$ cat config.mk
export PLATFORM = sky130hd
export DESIGN_NAME = nic_stat_regfile
export DESIGN_NICKNAME = d
export VERILOG_FILES = /design/src/rtl/nic_regs_pkg.sv /design/src/rtl/nic_irq_ctl.sv /design/src/rtl/nic_halt_ctl.sv /design/src/rtl/nic_ring_ptrs.sv /design/src/rtl/nic_stat_regfile.sv
export SDC_FILE = /design/constraint.sdc
export NUM_CORES = 2
export LEC_CHECK = 0
export CAP_MARGIN = 20
export CORE_AREA = 3 3 272 274
export CTS_CLUSTER_DIAMETER = 200
export DETAILED_ROUTE_END_ITERATION = 16
export DIE_AREA = 0 0 275 277
export MAX_ROUTING_LAYER = met4
export PLACE_DENSITY = 0.62
export SYNTH_ARGS = -nofsm -noshare
export SYNTH_HDL_FRONTEND = slang
export SYNTH_SLANG_ARGS = --single-unit
$ cat constraint.sdc
create_clock -name clk_i -period 4.4 [get_ports clk_i]
set_input_delay 0.66 -clock clk_i [delete_from_list [all_inputs] [get_ports clk_i]]
set_output_delay 0.66 -clock clk_i [all_outputs]
set_load 0.01 [all_outputs]
$ cat src/rtl/nic_regs_pkg.sv
package nic_regs_pkg;

    localparam int IDX_W = 10;

    localparam logic [IDX_W-1:0] IDX_EVT = 10'd0;
    localparam logic [IDX_W-1:0] IDX_MSK = 10'd1;
    localparam logic [IDX_W-1:0] IDX_TXS = 10'd2;
    localparam logic [IDX_W-1:0] IDX_RXS = 10'd3;
    localparam logic [IDX_W-1:0] IDX_CFG = 10'd4;
    localparam logic [IDX_W-1:0] IDX_CMD = 10'd5;
    localparam logic [IDX_W-1:0] IDX_ID  = 10'd6;
    localparam logic [IDX_W-1:0] IDX_TXB = 10'd64;
    localparam logic [IDX_W-1:0] IDX_TXP = 10'd72;
    localparam logic [IDX_W-1:0] IDX_RXB = 10'd80;
    localparam logic [IDX_W-1:0] IDX_RXP = 10'd88;

    localparam int RING_SLOTS  = 8;
    localparam int TX_HALT_TOP = 31;
    localparam int RX_HALT_TOP = 23;

    typedef enum logic [1:0] {
        ACC_RW,
        ACC_WO,
        ACC_W1C,
        ACC_RO
    } acc_e;

    function automatic acc_e acc_of(logic [IDX_W-1:0] idx);
        acc_e a;
        a = ACC_RO;
        if (idx == IDX_EVT || idx == IDX_TXS || idx == IDX_RXS) a = ACC_W1C;
        else if (idx == IDX_MSK || idx == IDX_CFG) a = ACC_RW;
        else if (idx == IDX_CMD) a = ACC_WO;
        else if (idx >= IDX_TXB && idx < IDX_TXP) a = ACC_RW;
        else if (idx >= IDX_RXB && idx < IDX_RXP) a = ACC_RW;
        return a;
    endfunction

endpackage

$ cat src/rtl/nic_irq_ctl.sv
module nic_irq_ctl #(
    parameter int          DW       = 32,
    parameter logic [31:0] TX_GRP   = 32'h0000_00FF,
    parameter logic [31:0] RX_GRP   = 32'h0000_FF00,
    parameter logic [31:0] ERR_GRP  = 32'hFFFF_0000,
    parameter logic [31:0] EVT_RST  = 32'h0,
    parameter logic [31:0] MSK_RST  = 32'h0
) (
    input  logic          clk_i,
    input  logic          rst_ni,
    input  logic          evt_we_i,
    input  logic          msk_we_i,
    input  logic [DW-1:0] wdata_i,
    input  logic [DW-1:0] set_i,
    output logic [DW-1:0] evt_o,
    output logic [DW-1:0] msk_o,
    output logic          irq_tx_o,
    output logic          irq_rx_o,
    output logic          irq_err_o
);

    typedef struct packed {
        logic [DW-1:0] evt;
        logic [DW-1:0] msk;
    } irq_st_t;

    irq_st_t st_d, st_q;
    logic [DW-1:0] clr_mask;
    logic [DW-1:0] active;

    always_comb begin
        st_d     = st_q;
        clr_mask = evt_we_i ? wdata_i : '0;
        st_d.evt = (st_q.evt & ~clr_mask) | set_i;
        if (msk_we_i) st_d.msk = wdata_i;
    end

    always_ff @(posedge clk_i) begin
        if (!rst_ni) begin
            st_q.evt <= EVT_RST[DW-1:0];
            st_q.msk <= MSK_RST[DW-1:0];
        end else begin
            st_q <= st_d;
        end
    end

    assign active    = st_q.evt & st_q.msk;
    assign irq_tx_o  = |(active & TX_GRP[DW-1:0]);
    assign irq_rx_o  = |(active & RX_GRP[DW-1:0]);
    assign irq_err_o = |(active & ERR_GRP[DW-1:0]);
    assign evt_o     = st_q.evt;
    assign msk_o     = st_q.msk;


    evt_w1c_chk: assert property (@(posedge clk_i) disable iff (!rst_ni)
        evt_we_i |=> ((evt_o & $past(wdata_i & ~set_i)) == '0));


    evt_set_wins_chk: assert property (@(posedge clk_i) disable iff (!rst_ni)
        (set_i != '0) |=> ((evt_o & $past(set_i)) == $past(set_i)));


    msk_hold_chk: assert property (@(posedge clk_i) disable iff (!rst_ni)
        !msk_we_i |=> $stable(msk_o));

endmodule

$ cat src/rtl/nic_halt_ctl.sv
module nic_halt_ctl #(
    parameter int           N             = 8,
    parameter int           DW            = 32,
    parameter int           TOP           = 31,
    parameter bit           ONLY_IF_CLEAR = 1'b0,
    parameter logic [7:0]   FLAG_RST      = 8'hFF
) (
    input  logic          clk_i,
    input  logic          rst_ni,
    input  logic          we_i,
    input  logic [DW-1:0] wdata_i,
    input  logic [N-1:0]  set_i,
    output logic [DW-1:0] stat_o,
    output logic [N-1:0]  restart_o
);

    typedef struct packed {
        logic [N-1:0] flags;
        logic [N-1:0] pulse;
    } halt_st_t;

    halt_st_t st_d, st_q;
    logic [N-1:0] wbit;

    always_comb begin
        st_d = st_q;
        for (int i = 0; i < N; i++) begin
            wbit[i]        = we_i & wdata_i[TOP-i];
            st_d.pulse[i]  = ONLY_IF_CLEAR ? (wbit[i] & ~st_q.flags[i]) : wbit[i];
            st_d.flags[i]  = (st_q.flags[i] & ~wbit[i]) | set_i[i];
        end
    end

    always_ff @(posedge clk_i) begin
        if (!rst_ni) begin
            st_q.flags <= FLAG_RST[N-1:0];
            st_q.pulse <= '0;
        end else begin
            st_q <= st_d;
        end
    end

    always_comb begin
        stat_o = '0;
        for (int i = 0; i < N; i++) begin
            stat_o[TOP-i] = st_q.flags[i];
        end
    end

    assign restart_o = st_q.pulse;

    for (genvar g = 0; g < N; g++) begin : g_ring_chk

        restart_src_chk: assert property (@(posedge clk_i) disable iff (!rst_ni)
            restart_o[g] |-> $past(we_i && wdata_i[TOP-g]));


        halt_set_wins_chk: assert property (@(posedge clk_i) disable iff (!rst_ni)
            set_i[g] |=> stat_o[TOP-g]);

        if (ONLY_IF_CLEAR) begin : g_cond

            restart_cond_chk: assert property (@(posedge clk_i) disable iff (!rst_ni)
                restart_o[g] |-> !$past(stat_o[TOP-g]));
        end
    end

endmodule

$ cat src/rtl/nic_ring_ptrs.sv
module nic_ring_ptrs #(
    parameter int N     = 8,
    parameter int DW    = 32,
    parameter int ALIGN = 3
) (
    input  logic                  clk_i,
    input  logic                  rst_ni,
    input  logic [N-1:0]          base_we_i,
    input  logic [DW-1:0]         wdata_i,
    output logic [N-1:0][DW-1:0]  base_o,
    output logic [N-1:0][DW-1:0]  ptr_o
);

    localparam logic [DW-1:0] LOW_MASK = DW'((1 << ALIGN) - 1);

    typedef struct packed {
        logic [N-1:0][DW-1:0] base;
        logic [N-1:0][DW-1:0] ptr;
    } ring_st_t;

    ring_st_t st_d, st_q;
    logic [DW-1:0] aligned;

    always_comb begin
        st_d    = st_q;
        aligned = wdata_i & ~LOW_MASK;
        for (int n = 0; n < N; n++) begin
            if (base_we_i[n]) begin
                st_d.base[n] = aligned;
                st_d.ptr[n]  = aligned;
            end
        end
    end

    always_ff @(posedge clk_i) begin
        if (!rst_ni) st_q <= '0;
        else         st_q <= st_d;
    end

    assign base_o = st_q.base;
    assign ptr_o  = st_q.ptr;

    for (genvar g = 0; g < N; g++) begin : g_ptr_chk

        ptr_load_chk: assert property (@(posedge clk_i) disable iff (!rst_ni)
            base_we_i[g] |=> (ptr_o[g] == ($past(wdata_i) & ~LOW_MASK)));


        ptr_keep_chk: assert property (@(posedge clk_i) disable iff (!rst_ni)
            !base_we_i[g] |=> $stable(ptr_o[g]));
    end

endmodule

$ cat src/rtl/nic_stat_regfile.sv
module nic_stat_regfile
    import nic_regs_pkg::*;
#(
    parameter int          NRING       = 8,
    parameter int          AW          = 12,
    parameter int          DW          = 32,
    parameter logic [31:0] TX_GRP      = 32'h0000_00FF,
    parameter logic [31:0] RX_GRP      = 32'h0000_FF00,
    parameter logic [31:0] ERR_GRP     = 32'hFFFF_0000,
    parameter logic [31:0] EVT_RST     = 32'h0000_0000,
    parameter logic [31:0] MSK_RST     = 32'h0000_0000,
    parameter logic [7:0]  TX_HALT_RST = 8'hFF,
    parameter logic [7:0]  RX_HALT_RST = 8'hFF,
    parameter logic [31:0] CFG_RST     = 32'h0000_0100,
    parameter logic [31:0] ID_VALUE    = 32'h0A5C_0003
) (
    input  logic             clk_i,
    input  logic             rst_ni,
    input  logic             req_i,
    input  logic             we_i,
    input  logic [AW-1:0]    addr_i,
    input  logic [DW-1:0]    wdata_i,
    output logic [DW-1:0]    rdata_o,
    input  logic [DW-1:0]    evt_set_i,
    input  logic [NRING-1:0] tx_halt_set_i,
    input  logic [NRING-1:0] rx_halt_set_i,
    output logic [NRING-1:0] tx_restart_o,
    output logic [NRING-1:0] rx_restart_o,
    output logic             irq_tx_o,
    output logic             irq_rx_o,
    output logic             irq_err_o,
    output logic [DW-1:0]    cfg_o,
    output logic [DW-1:0]    cmd_o
);

    localparam int LIDX_W = AW - 2;

    typedef struct packed {
        logic [DW-1:0] cfg;
        logic [DW-1:0] cmd;
        logic [DW-1:0] rdata;
    } top_st_t;

    top_st_t st_d, st_q;

    logic [IDX_W-1:0]  idx;
    logic              wr, rd;
    logic              wr_evt, wr_msk, wr_txs, wr_rxs;
    logic [NRING-1:0]  txb_we, rxb_we;
    logic [DW-1:0]     evt_q, msk_q, txs_q, rxs_q;
    logic [NRING-1:0][DW-1:0] txb_q, txp_q, rxb_q, rxp_q;
    logic [DW-1:0]     rd_raw, rd_val;

    assign idx    = IDX_W'(addr_i[AW-1:AW-LIDX_W]);
    assign wr     = req_i & we_i;
    assign rd     = req_i & ~we_i;
    assign wr_evt = wr && (idx == IDX_EVT);
    assign wr_msk = wr && (idx == IDX_MSK);
    assign wr_txs = wr && (idx == IDX_TXS);
    assign wr_rxs = wr && (idx == IDX_RXS);

    always_comb begin
        for (int n = 0; n < NRING; n++) begin
            txb_we[n] = wr && (idx == IDX_TXB + IDX_W'(n));
            rxb_we[n] = wr && (idx == IDX_RXB + IDX_W'(n));
        end
    end

    nic_irq_ctl #(
        .DW      (DW),
        .TX_GRP  (TX_GRP),
        .RX_GRP  (RX_GRP),
        .ERR_GRP (ERR_GRP),
        .EVT_RST (EVT_RST),
        .MSK_RST (MSK_RST)
    ) u_irq (
        .clk_i     (clk_i),
        .rst_ni    (rst_ni),
        .evt_we_i  (wr_evt),
        .msk_we_i  (wr_msk),
        .wdata_i   (wdata_i),
        .set_i     (evt_set_i),
        .evt_o     (evt_q),
        .msk_o     (msk_q),
        .irq_tx_o  (irq_tx_o),
        .irq_rx_o  (irq_rx_o),
        .irq_err_o (irq_err_o)
    );

    nic_halt_ctl #(
        .N             (NRING),
        .DW            (DW),
        .TOP           (TX_HALT_TOP),
        .ONLY_IF_CLEAR (1'b0),
        .FLAG_RST      (TX_HALT_RST)
    ) u_tx_halt (
        .clk_i     (clk_i),
        .rst_ni    (rst_ni),
        .we_i      (wr_txs),
        .wdata_i   (wdata_i),
        .set_i     (tx_halt_set_i),
        .stat_o    (txs_q),
        .restart_o (tx_restart_o)
    );

    nic_halt_ctl #(
        .N             (NRING),
        .DW            (DW),
        .TOP           (RX_HALT_TOP),
        .ONLY_IF_CLEAR (1'b1),
        .FLAG_RST      (RX_HALT_RST)
    ) u_rx_halt (
        .clk_i     (clk_i),
        .rst_ni    (rst_ni),
        .we_i      (wr_rxs),
        .wdata_i   (wdata_i),
        .set_i     (rx_halt_set_i),
        .stat_o    (rxs_q),
        .restart_o (rx_restart_o)
    );

    nic_ring_ptrs #(
        .N  (NRING),
        .DW (DW)
    ) u_tx_ring (
        .clk_i     (clk_i),
        .rst_ni    (rst_ni),
        .base_we_i (txb_we),
        .wdata_i   (wdata_i),
        .base_o    (txb_q),
        .ptr_o     (txp_q)
    );

    nic_ring_ptrs #(
        .N  (NRING),
        .DW (DW)
    ) u_rx_ring (
        .clk_i     (clk_i),
        .rst_ni    (rst_ni),
        .base_we_i (rxb_we),
        .wdata_i   (wdata_i),
        .base_o    (rxb_q),
        .ptr_o     (rxp_q)
    );

    // Read multiplexer, then the per-register policy hides write-only words.
    always_comb begin
        rd_raw = '0;
        if (idx == IDX_EVT)      rd_raw = evt_q;
        else if (idx == IDX_MSK) rd_raw = msk_q;
        else if (idx == IDX_TXS) rd_raw = txs_q;
        else if (idx == IDX_RXS) rd_raw = rxs_q;
        else if (idx == IDX_CFG) rd_raw = st_q.cfg;
        else if (idx == IDX_CMD) rd_raw = st_q.cmd;
        else if (idx == IDX_ID)  rd_raw = ID_VALUE[DW-1:0];
        for (int n = 0; n < NRING; n++) begin
            if (idx == IDX_TXB + IDX_W'(n)) rd_raw = txb_q[n];
            if (idx == IDX_TXP + IDX_W'(n)) rd_raw = txp_q[n];
            if (idx == IDX_RXB + IDX_W'(n)) rd_raw = rxb_q[n];
            if (idx == IDX_RXP + IDX_W'(n)) rd_raw = rxp_q[n];
        end
        rd_val = (acc_of(idx) == ACC_WO) ? '0 : rd_raw;
    end

    always_comb begin
        st_d = st_q;
        if (wr && idx == IDX_CFG && acc_of(idx) == ACC_RW) st_d.cfg = wdata_i;
        if (wr && idx == IDX_CMD && acc_of(idx) == ACC_WO) st_d.cmd = wdata_i;
        if (rd) st_d.rdata = rd_val;
    end

    always_ff @(posedge clk_i) begin
        if (!rst_ni) begin
            st_q.cfg   <= CFG_RST[DW-1:0];
            st_q.cmd   <= '0;
            st_q.rdata <= '0;
        end else begin
            st_q <= st_d;
        end
    end

    assign rdata_o = st_q.rdata;
    assign cfg_o   = st_q.cfg;
    assign cmd_o   = st_q.cmd;


    rd_wo_zero_chk: assert property (@(posedge clk_i) disable iff (!rst_ni)
        (rd && idx == IDX_CMD) |=> (rdata_o == '0));


    rd_id_const_chk: assert property (@(posedge clk_i) disable iff (!rst_ni)
        (rd && idx == IDX_ID) |=> (rdata_o == ID_VALUE[DW-1:0]));


    rd_hold_chk: assert property (@(posedge clk_i) disable iff (!rst_ni)
        !rd |=> $stable(rdata_o));

endmodule

==> results.cfg <==
[critical_path]
crit_path_max_fanout = 13
path_class = input pin to flip-flop
start_kind = input pin
reg2reg_from = cfg_o[19]
critPathMaxStageDelay_ns = 0.81
rrSetupSlack_ns = 2.24
critPathLaunch = addr_i[8]
required_ns = 4.89
crit_top_cell = o21ai_0
path_buf_inv = 1
cp.arrival_ns = 3.89
crit_slowest_cell = clkdlybuf4s50_1
crit_chain = clkdlybuf4s50_1 > or4b_4 > nor2_1 > nand2_1 > o211ai_1 > o21ai_0 > a21oi_1 > o21ai_0
critPathTopFamily = simple AND/OR/NAND/NOR gates
cp-end-kind = flip-flop

[clock_network]
h-tree-depth = 3
clock_latency_ns = 0.63
ctsHoldBuffers = 0
numCtsBuffers = 70
cts.repair.resized = 0
clockBufferDepth = 3
cts_root_buffer = clkbuf_16
postCtsSetupBuffers = 0
clkTransAtPathRegs_ns = 0.06
cts.sinks = 656
cts_tree = done

[worst_hold_path]
min_from = u_rx_ring.base_o[49]
hp-class = flip-flop to flip-flop

[floorplanning]
io_pins = 211
rows = 98
dieArea_sq_um = 76200
core_sq_um = 71600
die_y_um = 277
die_w_um = 275
initial_utilization = 0.399

[yosys]
syn_nets = 3969
seq_area_frac_synth = 0.459
synth.most_common_cell = nand2_1
synth-edff-count = 0
synthFlopType = dfxtp_1
synth.area.top_cells = dfxtp_1, nand2_1, a21oi_1
ys_ff_latch = 656
ys_types = 71
synth_common_cells = nand2_1, a21oi_1, dfxtp_1
yosysTopAreaCell = dfxtp_1
yosysTopAreaCellShare = 0.459
syn_avg_cell_area_sq_um = 7.38
synth_area_sq_um = 28600
synthArstFlopShare = 0
synth_cells = 3873
synth_warnings = 0

[detailed_routing]
via_per_inst = 5.78
vias = 28513
drc_errors = 0
first_iter_violations = 3392
wl_um = 110000
wire_per_inst_um = 22.2
drt_first_pass_iters = 6
postRouteAntennaNets = 0

[sta]
min_period_ns = 3.40
period_share = 0.773
final.setup.tns_ns = 0
final-setup-viol-count = 0
tightest_slew_ns = 1.23
hold_violations = 0
fin_ws_ns = 1.00
skew_ns = 0.0248
maxSlewHeadroom = 0.181
fmax_ghz = 0.294
slew_violations = 0
grt_setup_unrepaired = no

[finish]
drive_gt1_frac = 0.0758
regArea_sq_um = 13100
fin_cells = 4936
layout.nets = 4025
final_cell_area_sq_um = 33900
multi_input_area_sq_um = 14000
fillers = 7146
areaGrowthSynthToFinish_pct = 18.7

[power]
pwr_density_cell_nw_per_um2 = 371
power.leakage_nw = 10.9
pwr-share-seq = 0.476
clkPwrFrac = 0.478
comb_power_share = 0.045
swShare = 0.234
p_int_mw = 9.63
power_switching_mw = 2.94
total_power_mw = 12.6
vdd_drop_max_mv = 0.307

[outcome]
status = complete, no violations

[global_routing]
grt_pass1_wl_um = 165000
grt_usage = 0.286
grt_pass1_vias = 25658
antenna_found_initial = 4
grt_max_degree = 228
grt_overflow = 0

[placed_design]
place_ws_ns = 0.496
place_area_sq_um = 31500
port_buffers = 208
place_inst = 4803
gp_congestion = 0.937
hpwl_um = 72700

[job]
maxCapViolations = 0
## registers in the layout (all words and copies together), names as in the netlist
register,count
u_rx_ring.base_o,232
u_tx_ring.base_o,116
u_tx_ring.ptr_o,116
cfg_o,32
cmd_o,32
rdata_o,32
u_irq.evt_o,32
u_irq.msk_o,32
u_rx_halt.restart_o,8
u_rx_halt.stat_o,8
u_tx_halt.restart_o,8
u_tx_halt.stat_o,8
## kinds of logic after synthesis
logic type	share of synthesized area
AOI/OAI and AO/OA	0.248
buffers and inverters	0.0536
DFF	0.459
muxes	0.00538
and+or+nand+nor	0.234
## per-stage QoR
step	utilization	hold slack [ns]
2_1_floorplan	-	0.422
3_3_place_gp	0.440	0.436
3_5_place_dp	0.440	0.443
4_1_cts	0.472	0.452
5_1_grt	0.474	0.464
6_report	0.474	0.451
## layout by cell type, fill, tap and decap left out, types with 41 or more instances in the layout
cell type	instances
clkdlybuf4s50_1	207
nor2_1	153
o21ai_0	84
dfxtp_1	656
nand3_1	41
clkbuf_16	74
nand2_1	1299
a221oi_1	54
buf_4	127
a22oi_1	67
o22ai_1	81
a21oi_1	697
## layout make-up
| cell class | instances | area share |
|---|---|---|
| Inverter | 7 | 0.000996 |
| Clock inverter | 17 | 0.00538 |
| Clock buffer | 110 | 0.0627 |
| Antenna cell | 2 | 0.000148 |
| Multi-Input combinational cell | 2850 | 0.413 |
| Timing Repair Buffer | 344 | 0.0952 |
| Tap cell | 950 | 0.0350 |
| Sequential cell | 656 | 0.387 |
## power by group through the flow
| stage | sequential, mW | clock [mW] | combinational (mW) |
|---|---|---|---|
| after floorplan | 6.11 | 0 | 0.290 |
| after global placement | 6.12 | 0 | 0.542 |
| after detailed placement | 6.12 | 0 | 0.543 |
| after CTS | 5.99 | 6.08 | 0.545 |
| after global routing | 5.99 | 6.31 | 0.599 |
| final | 5.99 | 6.01 | 0.572 |
## worst min-delay path, delay by kind of cell, from the launching register on
kind	cells	cell delay [ns]
flip-flops	1	0.30
AND/OR/NAND/NOR	1	0.05
AO/OA/AOI/OAI	1	0.05
## metal layers
metal / vias to the layer above / global-route usage / routed length [um]
li1: 13439 / - / -
met1: 13524 / 0.397 / 47800
met3: 184 / 0.0582 / 10800
met4: 0 / 0.0852 / 3060
met2: 1366 / 0.417 / 48100
met5: - / - / 0
## final timing paths
path / endpoint / cells after the start
worst max-delay path: rdata_o[6] / 8
worst min-delay path: u_rx_ring.base_o[49] / 2
worst max register to register: rdata_o[19] / 7
worst min register to register: u_rx_ring.base_o[49] / 2
Power figures use the tool's default switching activity.
